File: src/rtl/pio_rd_pkg.sv
package pio_rd_pkg;

   typedef enum logic [1:0] {
      ST_IDLE  = 2'd0,
      ST_BEAT  = 2'd1,
      ST_RECOV = 2'd2
   } pio_state_e;

   // Nanoseconds to whole clock cycles, rounded up.
   function automatic int ns2cyc(input int ns, input int period_ns);
      return (ns + period_ns - 1) / period_ns;
   endfunction

   function automatic int imax(input int a, input int b);
      return (a > b) ? a : b;
   endfunction

endpackage

File: src/rtl/pio_phase_timer.sv
module pio_phase_timer #(
   parameter int CNT_W = 3
) (
   input  logic             clk,
   input  logic             rst_n,
   input  logic             load,
   input  logic [CNT_W-1:0] load_val,
   output logic             expired
);
   logic [CNT_W-1:0] cnt_q;

   always_ff @(posedge clk or negedge rst_n) begin
      if (!rst_n)          cnt_q <= '0;
      else if (load)       cnt_q <= load_val;
      else if (cnt_q != 0) cnt_q <= cnt_q - 1'b1;
   end

   assign expired = (cnt_q == '0);

   a_r11_timer_no_underflow : assert property (@(posedge clk) disable iff (!rst_n)
      (!load && cnt_q != 0) |=> (cnt_q == $past(cnt_q) - 1'b1));
endmodule

File: src/rtl/pio_addr_stepper.sv
module pio_addr_stepper #(
   parameter int ADDR_W = 7,
   parameter int LOW_W  = 4
) (
   input  logic              clk,
   input  logic              rst_n,
   input  logic              load,
   input  logic [ADDR_W-1:0] load_addr,
   input  logic              half,
   input  logic              step,
   output logic [ADDR_W-1:0] addr_o
);
   localparam int HI_W = ADDR_W - LOW_W;

   logic [HI_W-1:0]  hi_q;
   logic [LOW_W-1:0] lo_q;
   logic             half_q;

   always_ff @(posedge clk or negedge rst_n) begin
      if (!rst_n) begin
         hi_q   <= '0;
         lo_q   <= '0;
         half_q <= 1'b0;
      end else if (load) begin
         hi_q   <= load_addr[ADDR_W-1:LOW_W];
         lo_q   <= half ? load_addr[LOW_W-1:0]
                        : {load_addr[LOW_W-1:1], 1'b0};
         half_q <= half;
      end else if (step) begin
         lo_q   <= lo_q + (half_q ? LOW_W'(1) : LOW_W'(2));
      end
   end

   assign addr_o = {hi_q, lo_q};

   a_r5_word_aligned : assert property (@(posedge clk) disable iff (!rst_n)
      (!half_q) |-> (lo_q[0] == 1'b0));
endmodule

File: src/rtl/pio_lane_capture.sv
module pio_lane_capture #(
   parameter int DATA_W = 32,
   parameter int HALF_W = 16
) (
   input  logic              clk,
   input  logic              rst_n,
   input  logic              capture,
   input  logic              half,
   input  logic [DATA_W-1:0] bus_d,
   output logic [DATA_W-1:0] data_o
);
   localparam int NLANE = DATA_W / HALF_W;

   for (genvar g = 0; g < NLANE; g++) begin : g_lane
      logic [HALF_W-1:0] lane_q;
      if (g == 0) begin : g_low
         always_ff @(posedge clk or negedge rst_n) begin
            if (!rst_n)       lane_q <= '0;
            else if (capture) lane_q <= bus_d[HALF_W-1:0];
         end
      end else begin : g_high
         always_ff @(posedge clk or negedge rst_n) begin
            if (!rst_n)       lane_q <= '0;
            else if (capture) lane_q <= half ? '0 : bus_d[g*HALF_W +: HALF_W];
         end
      end
      assign data_o[g*HALF_W +: HALF_W] = lane_q;
   end

   a_r7_upper_zero : assert property (@(posedge clk) disable iff (!rst_n)
      (capture && half) |=> (data_o[DATA_W-1:HALF_W] == '0));
endmodule

File: src/rtl/pio_burst_reader.sv
module pio_burst_reader
   import pio_rd_pkg::*;
#(
   parameter int CLK_NS          = 8,
   parameter int T_DATA_VALID_NS = 30,
   parameter int T_STRB_LOW_NS   = 32,
   parameter int T_STRB_HIGH_NS  = 13,
   parameter int T_CYCLE_NS      = 45,
   parameter int ADDR_W          = 7,
   parameter int LOW_W           = 4,
   parameter int DATA_W          = 32,
   parameter int HALF_W          = 16,
   parameter int MAX_WORDS32     = 8,
   parameter int MAX_WORDS16     = 16,
   parameter int LEN_W           = 5
) (
   input  logic              clk,
   input  logic              rst_n,
   input  logic              req_valid,
   output logic              req_ready,
   input  logic [ADDR_W-1:0] req_addr,
   input  logic [LEN_W-1:0]  req_len,
   input  logic              req_half,
   output logic              rd_valid,
   output logic [DATA_W-1:0] rd_data,
   output logic              rd_done,
   output logic              bus_cs_n,
   output logic              bus_rd_n,
   output logic [ADDR_W-1:0] bus_addr,
   input  logic [DATA_W-1:0] bus_data_i
);
   localparam int BEAT_C  = imax(imax(ns2cyc(T_DATA_VALID_NS, CLK_NS),
                                      ns2cyc(T_STRB_LOW_NS, CLK_NS)), 1);
   localparam int RECOV_C = imax(imax(ns2cyc(T_STRB_HIGH_NS, CLK_NS),
                                      ns2cyc(T_CYCLE_NS, CLK_NS) - BEAT_C), 1);
   localparam int CNT_W   = $clog2(imax(BEAT_C, RECOV_C) + 1);

   if (DATA_W % HALF_W != 0) begin : g_chk_lanes
      $error("DATA_W must be a multiple of HALF_W");
   end
   if (MAX_WORDS16 >= (1 << LEN_W) || MAX_WORDS32 >= (1 << LEN_W)) begin : g_chk_len
      $error("LEN_W too narrow for the burst limits");
   end
   if (MAX_WORDS16 > (1 << LOW_W) || LOW_W >= ADDR_W) begin : g_chk_addr
      $error("low address field cannot hold a full burst");
   end

   pio_state_e        state_q;
   logic              strobe_q, half_q, last_q;
   logic [LEN_W-1:0]  left_q, max_len, len_eff;
   logic              accept, expired, beat_end, final_beat;
   logic              tmr_load;
   logic [CNT_W-1:0]  tmr_val;

   assign req_ready  = (state_q == ST_IDLE);
   assign accept     = req_valid && req_ready;
   assign beat_end   = (state_q == ST_BEAT) && expired;
   assign final_beat = beat_end && (left_q == LEN_W'(1));

   always_comb begin
      max_len = req_half ? LEN_W'(MAX_WORDS16) : LEN_W'(MAX_WORDS32);
      if (req_len == '0)          len_eff = LEN_W'(1);
      else if (req_len > max_len) len_eff = max_len;
      else                        len_eff = req_len;
   end

   always_comb begin
      tmr_load = accept || beat_end;
      tmr_val  = final_beat ? CNT_W'(RECOV_C - 1) : CNT_W'(BEAT_C - 1);
   end

   always_ff @(posedge clk or negedge rst_n) begin
      if (!rst_n) begin
         state_q  <= ST_IDLE;
         strobe_q <= 1'b0;
         left_q   <= '0;
         half_q   <= 1'b0;
      end else begin
         unique case (state_q)
            ST_IDLE: if (req_valid) begin
               state_q  <= ST_BEAT;
               strobe_q <= 1'b1;
               left_q   <= len_eff;
               half_q   <= req_half;
            end
            ST_BEAT: if (expired) begin
               left_q <= left_q - 1'b1;
               if (left_q == LEN_W'(1)) begin
                  state_q  <= ST_RECOV;
                  strobe_q <= 1'b0;
               end
            end
            ST_RECOV: if (expired) state_q <= ST_IDLE;
            default:  state_q <= ST_IDLE;
         endcase
      end
   end

   always_ff @(posedge clk or negedge rst_n) begin
      if (!rst_n) begin
         rd_valid <= 1'b0;
         last_q   <= 1'b0;
         rd_done  <= 1'b0;
      end else begin
         rd_valid <= beat_end;
         last_q   <= final_beat;
         rd_done  <= rd_valid && last_q;
      end
   end

   assign bus_cs_n = ~strobe_q;
   assign bus_rd_n = ~strobe_q;

   pio_phase_timer #(.CNT_W(CNT_W)) u_timer (
      .clk(clk), .rst_n(rst_n), .load(tmr_load), .load_val(tmr_val), .expired(expired)
   );

   pio_addr_stepper #(.ADDR_W(ADDR_W), .LOW_W(LOW_W)) u_addr (
      .clk(clk), .rst_n(rst_n), .load(accept), .load_addr(req_addr), .half(req_half),
      .step(beat_end && !final_beat), .addr_o(bus_addr)
   );

   pio_lane_capture #(.DATA_W(DATA_W), .HALF_W(HALF_W)) u_cap (
      .clk(clk), .rst_n(rst_n), .capture(beat_end), .half(half_q),
      .bus_d(bus_data_i), .data_o(rd_data)
   );

   // Checker state: address hold age, strobe-high age, words seen in a burst.
   logic [CNT_W-1:0] hold_cnt, high_cnt;
   logic [ADDR_W-1:0] addr_prev;
   logic              cs_prev;
   logic [LEN_W:0]    seen_cnt;

   always_ff @(posedge clk or negedge rst_n) begin
      if (!rst_n) begin
         hold_cnt  <= '0;
         high_cnt  <= CNT_W'(RECOV_C);
         addr_prev <= '0;
         cs_prev   <= 1'b1;
         seen_cnt  <= '0;
      end else begin
         addr_prev <= bus_addr;
         cs_prev   <= bus_cs_n;
         if (bus_cs_n)                             hold_cnt <= '0;
         else if (cs_prev || bus_addr != addr_prev) hold_cnt <= CNT_W'(1);
         else if (hold_cnt < CNT_W'(BEAT_C))        hold_cnt <= hold_cnt + 1'b1;
         if (!bus_cs_n)                            high_cnt <= '0;
         else if (high_cnt < CNT_W'(RECOV_C))       high_cnt <= high_cnt + 1'b1;
         if (accept)        seen_cnt <= '0;
         else if (rd_valid) seen_cnt <= seen_cnt + 1'b1;
      end
   end

   a_r2_accept_drives_strobes : assert property (@(posedge clk) disable iff (!rst_n)
      accept |=> (!bus_cs_n && !bus_rd_n));
   a_r9_not_ready_while_low : assert property (@(posedge clk) disable iff (!rst_n)
      (!bus_cs_n) |-> !req_ready);
   a_r3_address_held : assert property (@(posedge clk) disable iff (!rst_n)
      rd_valid |-> (hold_cnt >= CNT_W'(BEAT_C)));
   a_r4_upper_fixed : assert property (@(posedge clk) disable iff (!rst_n)
      (!bus_cs_n && !cs_prev) |-> (bus_addr[ADDR_W-1:LOW_W] == addr_prev[ADDR_W-1:LOW_W]));
   a_r5_low_step : assert property (@(posedge clk) disable iff (!rst_n)
      (!bus_cs_n && !cs_prev && bus_addr != addr_prev) |->
      (LOW_W'(bus_addr[LOW_W-1:0] - addr_prev[LOW_W-1:0]) == (half_q ? LOW_W'(1) : LOW_W'(2))));
   a_r6_burst_cap : assert property (@(posedge clk) disable iff (!rst_n)
      rd_valid |-> (int'(seen_cnt) < (half_q ? MAX_WORDS16 : MAX_WORDS32)));
   a_r8_done_after_valid : assert property (@(posedge clk) disable iff (!rst_n)
      rd_done |-> $past(rd_valid));
   a_r9_recovery_gap : assert property (@(posedge clk) disable iff (!rst_n)
      $fell(bus_cs_n) |-> (high_cnt >= CNT_W'(RECOV_C)));
endmodule

File: config.mk
export PLATFORM = sky130hd
export DESIGN_NAME = pio_burst_reader
export DESIGN_NICKNAME = d
export VERILOG_FILES = /design/src/rtl/pio_rd_pkg.sv /design/src/rtl/pio_phase_timer.sv /design/src/rtl/pio_addr_stepper.sv /design/src/rtl/pio_lane_capture.sv /design/src/rtl/pio_burst_reader.sv
export SDC_FILE = /design/constraint.sdc
export NUM_CORES = 1
export LEC_CHECK = 0
export ABC_AREA = 0
export BUFFER_PORTS_ARGS = -buffer_cell sky130_fd_sc_hd__buf_4
export CAP_MARGIN = 40
export CORE_MARGIN = 8
export CORE_UTILIZATION = 38
export CTS_CLUSTER_DIAMETER = 200
export DETAILED_ROUTE_END_ITERATION = 6
export SYNTH_ARGS = -nofsm -noshare
export SYNTH_HDL_FRONTEND = slang
export SYNTH_SLANG_ARGS = --single-unit
File: constraint.sdc
create_clock -name clk -period 2.7 [get_ports clk]
set_input_delay 0.54 -clock clk [delete_from_list [all_inputs] [get_ports clk]]
set_output_delay 0.54 -clock clk [all_outputs]
set_load 0.1 [all_outputs]
Yosys cells after proc, flatten, opt, wreduce, memory -nomap -nowiden:

Cells that the tools add are included.

* flip-flop bits (word level): 55
* bits in latches: 0
* memory bits (writable): 0
* bits in read-only memories: 0
* output and inout port bits: 44
* logic and storage cells: 66
* memories: 0

* $add $sub $neg: 3
* $mul: 0
* div/mod/pow operators: 0
* magnitude comparators: 1
* equality and inequality tests: 7
* shift operators: 0
* multiplexer cells: 23
* bitwise gates (word level): 1
* reductions and logical operators: 18

Operator list (count)
* $mux 5: 5
* $mux 16: 1
* $mux 2: 6
* $pmux 5 s2: 1
* $mux 4: 2
* $reduce_and 4->1: 2
* $mux 3: 2
* $ne 2x2->1 const B: 3
* $pmux 2 s3: 1
* $reduce_bool 2->1: 3
* $eq 5x1->1 const B: 1
* $gt 5x5->1: 1
* $logic_and 1x1->1: 5
* $logic_not 5->1: 1
* $sub 5x1->5 const B: 1
* $add 4x4->4: 1
* $mux 1: 4
* $logic_not 3->1: 1
* $reduce_and 3->1: 1
* $reduce_bool 3->1: 1
* $sub 3x1->3 const B: 1
* $eq 2x1->1 const B: 1
* $eq 2x2->1 const B: 1
* $logic_not 2->1: 1
* other kinds (6): 6

Longest topological paths before layout:

Gate-level depths: netlist (run 1).

* depth after elaboration: 7
* depth in mapped cells: 10
* gate-level depth less buffers: 7

Cells and area by module:

A second synthesis (run 1) with hierarchy kept.

* cell total of the unflattened synthesis: 236
* area total of the unflattened synthesis: 2620.0 um2

By module, submodules not included
* pio_lane_capture: instances 1, cells each 102, area each 1310.0 um2, seq. area each 800.8 um2
* pio_burst_reader: instances 1, cells each 78, area each 714.4 um2, seq. area each 300.3 um2
* pio_addr_stepper: instances 1, cells each 35, area each 394.1 um2, seq. area each 200.2 um2
* pio_phase_timer: instances 1, cells each 21, area each 201.4 um2, seq. area each 75.1 um2

Worst setup path before layout (run 1):

No wires, ideal clock.

* kind: register to register
* start: register state_q[0]
* end: register u_addr.lo_q[3]
* data arrival time: 2.321 ns
* required time: 2.569 ns
* path slack: 0.248 ns
* stages on the path, launching flop included: 6
* path buffers: 1
* cells stage by stage: dfrtp_1 buf_6 nor2_1 nand2_1 nor2_1 a21oi_1

* elaborated cells between the ends (all ways): 9
* classes of those cells: 1 x eq/ne; 1 x mux; 7 x reduce/logical

RTL lines
* from (decl): RTL line pio_burst_reader.sv:48 `pio_state_e state_q;`
* from (signal assigned): RTL line pio_burst_reader.sv:74 `state_q <= ST_IDLE;`
* from (signal assigned): RTL line pio_burst_reader.sv:81 `state_q <= ST_BEAT;`
* from (signal assigned): RTL line pio_burst_reader.sv:89 `state_q <= ST_RECOV;`
* $logic_not 2->1 *: RTL line pio_burst_reader.sv:55 `assign req_ready = (state_q == ST_IDLE);`
* named net req_ready: RTL line pio_burst_reader.sv:20 `output logic req_ready,`
* $logic_and 1x1->1 *: RTL line pio_burst_reader.sv:56 `assign accept = req_valid && req_ready;`
* $mux 4 or $reduce_bool 2->1 (tied branches)
* to (signal assigned): RTL line pio_addr_stepper.sv:26 `lo_q <= half ? load_addr[LOW_W-1:0]`
* to (signal assigned): RTL line pio_addr_stepper.sv:30 `lo_q <= lo_q + (half_q ? LOW_W'(1) : LOW_W'(2));`
* to (decl): RTL line pio_addr_stepper.sv:16 `logic [LOW_W-1:0] lo_q;`

The timed path passes the listed nets; every way through them passes the cells marked *.
A chain may end at the register's enable or synchronous reset.

Worst setup path after layout (run 1):

* start: register u_timer.cnt_q[0]
* end: register state_q[1]

* longest elaborated chain between the ends: 3
* elaborated cells between the ends (all ways): 4
* classes of those cells: 2 x eq/ne; 2 x reduce/logical

Ends and longest elaborated chain
* from (decl): RTL line pio_phase_timer.sv:10 `logic [CNT_W-1:0] cnt_q;`
* from (signal assigned): RTL line pio_phase_timer.sv:14 `else if (load) cnt_q <= load_val;`
* from (signal assigned): RTL line pio_phase_timer.sv:15 `else if (cnt_q != 0) cnt_q <= cnt_q - 1'b1;`
* $logic_not 3->1 *: RTL line pio_phase_timer.sv:18 `assign expired = (cnt_q == '0);`
* $ne 2x2->1 (no line)
* $reduce_and 4->1 (no line) *

Every way passes the cells marked *; elsewhere a longest branch is shown, timed or not.

==> flow_summary.ini, run 1 <==
[timing]
tns_setup_ps = 0
worst_clock_skew_ps = 8.799
final_min_period_over_clock_period_pct = 85.59
final-max-slew-violation-count = 0
tightestPinTransition_ps = 685.4
grt_setup_unrepaired = no
setup_viol = 0
fin_crit_ps = 2311
timing.final.ws_setup_ps = 389.1
finalHoldViolations = 0
fmaxAchievable_ghz = 0.4327
max-slew-margin-rel_pct = 54.31

[synth]
synth.ff_latch_count = 54
synth-async-reset-ratio_pct = 100.0
edff_count_synth = 0
postSynthNetCount = 330
synth-warning-count = 0
syn_inst = 273
postSynthAreaPerCell_um2 = 9.336
synth_cell_types = 42
synth.yosys.seq_area_share_pct = 53.02
synth_area_mm2 = 0.002549
synth_top_flop_cell = dfrtp_1

[place]
place_hpwl_mm = 4.653
gp_routability_congestion = 0.7264
placed_cell_area_mm2 = 0.003273
port_buffers = 91
place_ws_ps = 339.9

[layout]
mostFrequentLayoutCell = nand2_1
area.growth.synth_to_final_pct = 32.30
post_route_cells_drive_above_1_share_pct = 30.66
design.final.nets = 418
number_of_inserted_filler_cells_in_the_final_layout = 641
most-common-layout-cells = nand2_1, buf_4, dfrtp_1
area.sequential_mm2 = 0.001351
multi_input_area_mm2 = 0.001064
num_antenna_cells = 0
final_area_mm2 = 0.003372

[global_route]
grt_use_met1_pct = 16.65
global_route.peak_usage_layer = met2
grt_pass1_wl_mm = 10.51
grt_use_total_pct = 13.20
gr-usage-met3_pct = 3.841
overflow = 0
grt_pass1_vias = 2140
pin_count_of_the_biggest_net_entering_global_routing = 55
globalRouteMet2Util_pct = 21.60
grt_antenna_before_repair = 0

[detailed_routing]
vias = 2115
drt.antenna.violating_nets = 0
drt_first_iter_violations = 90
post-route-drc-count = 0
via_per_inst = 4.785
drtPass1Iterations = 4
wl_per_cell_um = 14.12
finalWirelength_mm = 6.240

[floorplanning]
fp.dieArea_mm2 = 0.009583
die_w_um = 97.90
std_cell_rows = 30
initial_utilization_pct = 38.36
die_y_um = 97.90
core_region_area_mm2 = 0.006644
io-pin-count = 92

[worst_setup_path]
critPathArrivalTime_ps = 2500
crit-reg2reg-capture = state_q[1]$_DFFE_PN0P_
reg2reg_slack_ps = 390
worst-setup-path-type = flip-flop to flip-flop
worst_setup_path_end_kind = flip-flop
peak_fanout_along_the_critical_path = 38
timing_endpoint_of_the_critical_path = state_q[1]$_DFFE_PN0P_
crit-reg2reg-launch = u_timer.cnt_q[0]$_DFFE_PN0P_
critPathLaunchType = flip-flop
rr_worst_depth = 7
startpoint = u_timer.cnt_q[0]$_DFFE_PN0P_
critPathRequiredTime_ps = 2890

[worst_hold_path]
min_delay_path_class = input pin to async pin

[clock_tree]
tritoncts_num_sinks = 54
htree_num_levels = 2
postCtsHoldBufs = 0
cts-root-to-sink-buffers = 2
worst_skew_pair_later_pin_latency_ps = 310
cts_inserted_buffers = 5
tritoncts = built
cts-root-buf = clkbuf_8
clk_pin_slew_worst_paths_ps = 100
post_cts_buffers = 0
cts_resized = 0

[outcome]
status = finished clean

[job]
cap_viol_max_count = 0
how the worst min path moves through the flow:
stage	start	end	cells past startpoint
final	rst_n	u_cap.g_lane[0].lane_q[5]$_DFFE_PN0P_	1
after global routing	rst_n	u_cap.g_lane[0].lane_q[5]$_DFFE_PN0P_	1
after CTS	rst_n	u_cap.g_lane[0].lane_q[5]$_DFFE_PN0P_	1
after detailed placement	last_q$_DFF_PN0_	rd_done$_DFF_PN0_	1
after global placement	last_q$_DFF_PN0_	rd_done$_DFF_PN0_	1
after floorplan	rst_n	half_q$_DFFE_PN0P_	0
kinds of logic (layout without fill, tap and decap cells):
logic type	after synthesis	count (layout)	synth area share, %
xor+xnor	3	3	1.031
fa+ha+maj	9	9	4.713
simple gates	130	130	23.61
compound gates	48	48	11.59
buf+inv	27	116	5.252
mux	2	2	0.7855
flops	54	54	53.02
state kept, by name, indices dropped and copies added, names as in the netlist:
name	flops
half_q	1
last_q	1
left_q	5
rd_done	1
rd_valid	1
state_q	2
strobe_q	1
u_addr.hi_q	3
u_addr.lo_q	4
u_cap.g_lane.lane_q	32
u_timer.cnt_q	3
layout make-up:
cell class / count / share of cell area (%)
Multi-Input combinational cell: 192 / 31.54
Tap cell: 80 / 2.968
Clock inverter: 2 / 0.4824
Timing Repair Buffer: 94 / 20.93
Inverter: 14 / 1.558
Sequential cell: 54 / 40.07
Clock buffer: 6 / 2.449
Yosys cell counts, drive strengths merged (4+ instances only):
cell / count / share of area, %
nand2: 101 / 15
dfrtp: 54 / 53
o21ai: 23 / 4.5
inv: 12 / 1.8
nor2: 10 / 1.6
a21oi: 9 / 1.8
buf: 9 / 2.6
ha: 8 / 3.9
clkbuf: 4 / 0.59
per-layer routing:
| layer | wire, µm | part of all wire, % |
|---|---|---|
| met5 | 0 | 0 |
| met4 | 38 | 0.61 |
| met1 | 2830 | 45 |
| met3 | 369 | 5.9 |
| met2 | 3002 | 48 |
per-stage QoR:
stage,cells,util (%),hold slack [ps]
after global placement,434,49.27,439.6
after floorplan,273,-,244.4
after detailed placement,434,49.27,444.5
final,442,50.75,253.8
after CTS,442,50.75,301.0
after global routing,442,50.75,308.9
critical path, stage by stage (launching register included):
cell	delay, ps
dfrtp_1	370
inv_1	50
ha_1	190
ha_1	300
nand3b_4	380
clkinv_1	530
nand2_1	270
o21ai_0	110
Power of run 1 is not shown: default switching activity piles up to over one toggle a cycle in this logic, so the estimate is an artifact.
==> inputs of run 2 (changes only) <==
==> constraint.sdc (replaced) <==
create_clock -name clk -period 2.5 [get_ports clk]
set_input_delay 0.5 -clock clk [delete_from_list [all_inputs] [get_ports clk]]
set_output_delay 0.5 -clock clk [all_outputs]
set_load 0.1 [all_outputs]
==> run 2 against run 1 <==
Effect of this change:
- clock skew is 1.1 ps lower
- via count decreased by 0.38%
- hold slack got worse by 16 ps
==> flow_summary.ini, run 2 (same netlist as run 1, synthesis figures left out) <==
[detailed_routing]
drtPass1Iterations = 4
finalWirelength_mm = 6.424
drt.antenna.violating_nets = 0
post-route-drc-count = 0
wl_per_cell_um = 14.50
vias = 2107
via_per_inst = 4.756
drt_first_iter_violations = 139

[place]
dp_cells = 436
place_ws_ps = 518.1
port_buffers = 91
place_hpwl_mm = 4.797
gp_routability_congestion = 0.7446

[timing]
fmaxAchievable_ghz = 0.5023
worst_clock_skew_ps = 7.666
max-slew-margin-rel_pct = 52.74
final-max-slew-violation-count = 0
grt_setup_unrepaired = no
final_min_period_over_clock_period_pct = 79.63
tns_setup_ps = 0
setup_viol = 0
fin_crit_ps = 1991
tightestPinTransition_ps = 708.8
timing.final.ws_setup_ps = 509.3
finalHoldViolations = 0

[global_route]
grt_use_total_pct = 13.75
pin_count_of_the_biggest_net_entering_global_routing = 55
overflow = 0
grt_pass1_vias = 2286
grt_antenna_before_repair = 0
grt_pass1_wl_mm = 10.92

[worst_hold_path]
min_delay_path_class = input pin to async pin

[layout]
most-common-layout-cells = nand2_1, buf_4, dfrtp_1
area.sequential_mm2 = 0.001351
final-instance-count-excl-fill = 443
post_route_cells_drive_above_1_share_pct = 30.58
max_ffs_per_register = 32
mostFrequentLayoutCell = nand2_1
number_of_inserted_filler_cells_in_the_final_layout = 653
largest_registers = u_cap.g_lane.lane_q: 32 flops, left_q: 5 flops, u_addr.lo_q: 4 flops
multi_input_area_mm2 = 0.001064
area.growth.synth_to_final_pct = 32.16
finalCoreUtilization_pct = 50.70
design.final.nets = 420
largest_register_by_flop_count = u_cap.g_lane.lane_q
num_antenna_cells = 0

[clock_tree]
tritoncts = built
worst_skew_pair_later_pin_latency_ps = 300
cts-root-buf = clkbuf_8
tritoncts_num_sinks = 54
htree_num_levels = 2
cts_inserted_buffers = 5
clk_pin_slew_worst_paths_ps = 90
cts-root-to-sink-buffers = 2
post_cts_buffers = 0
postCtsHoldBufs = 0
cts_resized = 0

[floorplanning]
die_y_um = 97.90
std_cell_rows = 30
core_region_area_mm2 = 0.006644
io-pin-count = 92
initial_utilization_pct = 38.36
die_w_um = 97.90
fp.dieArea_mm2 = 0.009583

[worst_setup_path]
critPathArrivalTime_ps = 2180
peak_fanout_along_the_critical_path = 8
worst-setup-path-type = flip-flop to flip-flop
critPathRequiredTime_ps = 2690
worst_setup_path_end_kind = flip-flop
critPathLaunchType = flip-flop

[outcome]
status = finished clean

[job]
cap_viol_max_count = 0
-- run 2: area by class of cell --
class                   count  share of cell area (%)
flip-flops and latches     54                   40.12
clock inverters             1                  0.2229
inverters                  14                   1.560
repair buffers             96                   21.40
well taps                  80                   2.972
multi-input cells         192                   31.58
clock buffers               6                   2.155
-- run 2: routing by layer --
| metal | track usage, % | vias up | share of wire (%) |
|---|---|---|---|
| met5 | 0 | - | 0 |
| met4 | 3.237 | 0 | 1.0 |
| met3 | 4.267 | 6 | 6.7 |
| met2 | 23.60 | 57 | 49 |
| met1 | 16.31 | 975 | 44 |
| li1 | - | 1069 | - |
-- run 2: critical path, cell delays in order (launching register included) --
cell	delay, ps
dfrtp_1	400
inv_1	60
ha_1	140
ha_1	340
nand2_1	120
a21o_1	290
o21a_1	220
a311o_1	310
-- run 2: path summary, 6_finish.rpt --
path / from / endpoint / slack, ps / cells after the start
max reg2reg: u_timer.cnt_q[1]$_DFFE_PN0P_ / left_q[3]$_DFFE_PN0P_ / 510 / 7
min in group clk: bus_data_i[9] / u_cap.g_lane[0].lane_q[9]$_DFFE_PN0P_ / 380 / 3
min reg2reg: last_q$_DFF_PN0_ / rd_done$_DFF_PN0_ / 460 / 1
max in group asynchronous: rst_n / left_q[1]$_DFFE_PN0P_ / 1790 / 1
min: rst_n / u_cap.g_lane[0].lane_q[9]$_DFFE_PN0P_ / 240 / 1
max: u_timer.cnt_q[1]$_DFFE_PN0P_ / left_q[3]$_DFFE_PN0P_ / 510 / 7
-- run 2: metrics by stage --
| stage | instance area, µm² | hold WS [ps] |
|---|---|---|
| final | 3368 | 238.0 |
| after global routing | 3368 | 294.3 |
| after CTS | 3368 | 264.2 |
| after detailed placement | 3288 | 443.4 |
| after global placement | 3288 | 438.4 |
| after floorplan | 2549 | 204.4 |
Power of run 2 is left out for the same reason.
==> inputs of run 3 (changes only) <==
==> constraint.sdc (replaced) <==
create_clock -name clk -period 2.05 [get_ports clk]
set_input_delay 0.41 -clock clk [delete_from_list [all_inputs] [get_ports clk]]
set_output_delay 0.41 -clock clk [all_outputs]
set_load 0.1 [all_outputs]
==> run 3 against run 2 <==
Effect of this change:
- global-route usage decreased by 0.31 points
- register-to-register slack got worse by 350 ps
- worst setup slack got worse by 350 ps
- cell area increased by 0.52%
- critical path depth unchanged
- hold slack got worse by 100 ps
- clock skew decreased by 3.1 ps
- utilization increased by 0.26 points
- final cell count increased by 0.45%
- sequential share of layout area decreased by 0.21 points
- first-iteration DRC count decreased by 42%
- fmax increased by 5.1%
==> flow_summary.ini, run 3 (same netlist as run 1, synthesis figures left out) <==
[worst_hold_path]
min_delay_path_class = input pin to async pin

[worst_setup_path]
worst_path_top_cell_family_by_delay = compound AO/OA/AOI/OAI gates
slowest_stage = dfrtp_1
crit_top_cell = ha_1
peak_fanout_along_the_critical_path = 8
critPathLaunchType = flip-flop
critPathArrivalTime_ps = 2090
total_buffers_and_inverters_traversed_by_the_critical_path = 1
worst_setup_path_end_kind = flip-flop
cp_slowest_stage_delay_ps = 400
cp_cell_sequence = inv_1 -> ha_1 -> ha_1 -> nand2_1 -> a21o_1 -> o21a_1 -> a311o_1
critPathRequiredTime_ps = 2240
worst-setup-path-type = flip-flop to flip-flop

[clock_tree]
cts-root-buf = clkbuf_8
cts_resized = 0
htree_num_levels = 2
post_cts_buffers = 0
postCtsHoldBufs = 0
cts-root-to-sink-buffers = 2
clk_pin_slew_worst_paths_ps = 90
cts_inserted_buffers = 5
tritoncts_num_sinks = 54
worst_skew_pair_later_pin_latency_ps = 300
tritoncts = built

[place]
place_hpwl_mm = 4.727
port_buffers = 91
placed_cell_area_mm2 = 0.003306
gp_routability_congestion = 0.7427

[layout]
area.growth.synth_to_final_pct = 32.84
num_antenna_cells = 0
largest_registers = u_cap.g_lane.lane_q: 32 flops, left_q: 5 flops, u_addr.lo_q: 4 flops
final_area_mm2 = 0.003386
largest_register_by_flop_count = u_cap.g_lane.lane_q
mostFrequentLayoutCell = nand2_1
post_route_cells_drive_above_1_share_pct = 31.23
design.final.nets = 422
max_ffs_per_register = 32
most-common-layout-cells = nand2_1, buf_4, dfrtp_1

[floorplanning]
initial_utilization_pct = 38.36
std_cell_rows = 30
die_y_um = 97.90
fp.dieArea_mm2 = 0.009583
die_w_um = 97.90
core_region_area_mm2 = 0.006644
io-pin-count = 92

[timing]
finalHoldViolations = 0
grt_setup_unrepaired = no
fmaxAchievable_ghz = 0.5281
worst_hold_slack_ps = 137.4
max-slew-margin-rel_pct = 53.51
final-max-slew-violation-count = 0
setup_viol = 0
fin_crit_ps = 1894
tns_setup_ps = 0
final_min_period_over_clock_period_pct = 92.38
worst_clock_skew_ps = 4.539
tightestPinTransition_ps = 697.4

[outcome]
status = finished clean

[detailed_routing]
post-route-drc-count = 0
via_per_inst = 4.721
finalWirelength_mm = 6.238
drt_first_iter_violations = 80
vias = 2101
wl_per_cell_um = 14.02
drt.antenna.violating_nets = 0
drtPass1Iterations = 4

[global_route]
grt_use_total_pct = 13.44
grt_pass1_wl_mm = 10.73
grt_pass1_vias = 2216
overflow = 0
pin_count_of_the_biggest_net_entering_global_routing = 55
grt_antenna_before_repair = 0

[job]
cap_viol_max_count = 0
==> run 3: layout make-up <==
class	instances	area, µm²
Clock buffer	6	72.57
Timing Repair Buffer	98	735.7
Tap cell	80	100.1
Sequential cell	54	1351
Clock inverter	1	7.507
Multi-Input combinational cell	192	1066
Fill cell	664	3258
Inverter	14	52.55
==> run 3: final timing paths <==
kind,depth (start not counted),to,startpoint,slack (ps)
min in group clk,3,u_cap.g_lane[0].lane_q[6]$_DFFE_PN0P_,bus_data_i[6],290
setup reg to reg,7,left_q[3]$_DFFE_PN0P_,u_timer.cnt_q[1]$_DFFE_PN0P_,160
hold reg to reg,1,rd_done$_DFF_PN0_,last_q$_DFF_PN0_,460
max in group asynchronous,1,u_addr.lo_q[1]$_DFFE_PN0P_,rst_n,1450
hold / removal,1,u_cap.g_lane[0].lane_q[5]$_DFFE_PN0P_,rst_n,140
setup / recovery,7,left_q[3]$_DFFE_PN0P_,u_timer.cnt_q[1]$_DFFE_PN0P_,160
==> run 3: through the flow <==
stage	instances	util [%]	setup WS [ps]
floorplan	273	-	66.12
global placement	438	49.76	211.3
detailed placement	438	49.76	143.0
CTS	445	50.96	142.6
global route	445	50.96	23.24
finish	445	50.96	156.2
==> run 3: worst reg2reg max path: stages, from the launching register on <==
cell	delay, ps
dfrtp_1	400
inv_1	60
ha_1	140
ha_1	280
nand2_1	110
a21o_1	270
o21a_1	210
a311o_1	310
==> run 3: layer usage <==
layer  vias to the layer above  share of wire [%]  track usage (%)
met4                         0               0.93            3.957
met3                         5                6.2            3.841
li1                       1074                  -                -
met1                       970                 45            16.27
met5                         -                  0                0
met2                        52                 47            22.55
Power of run 3 is left out for the same reason.
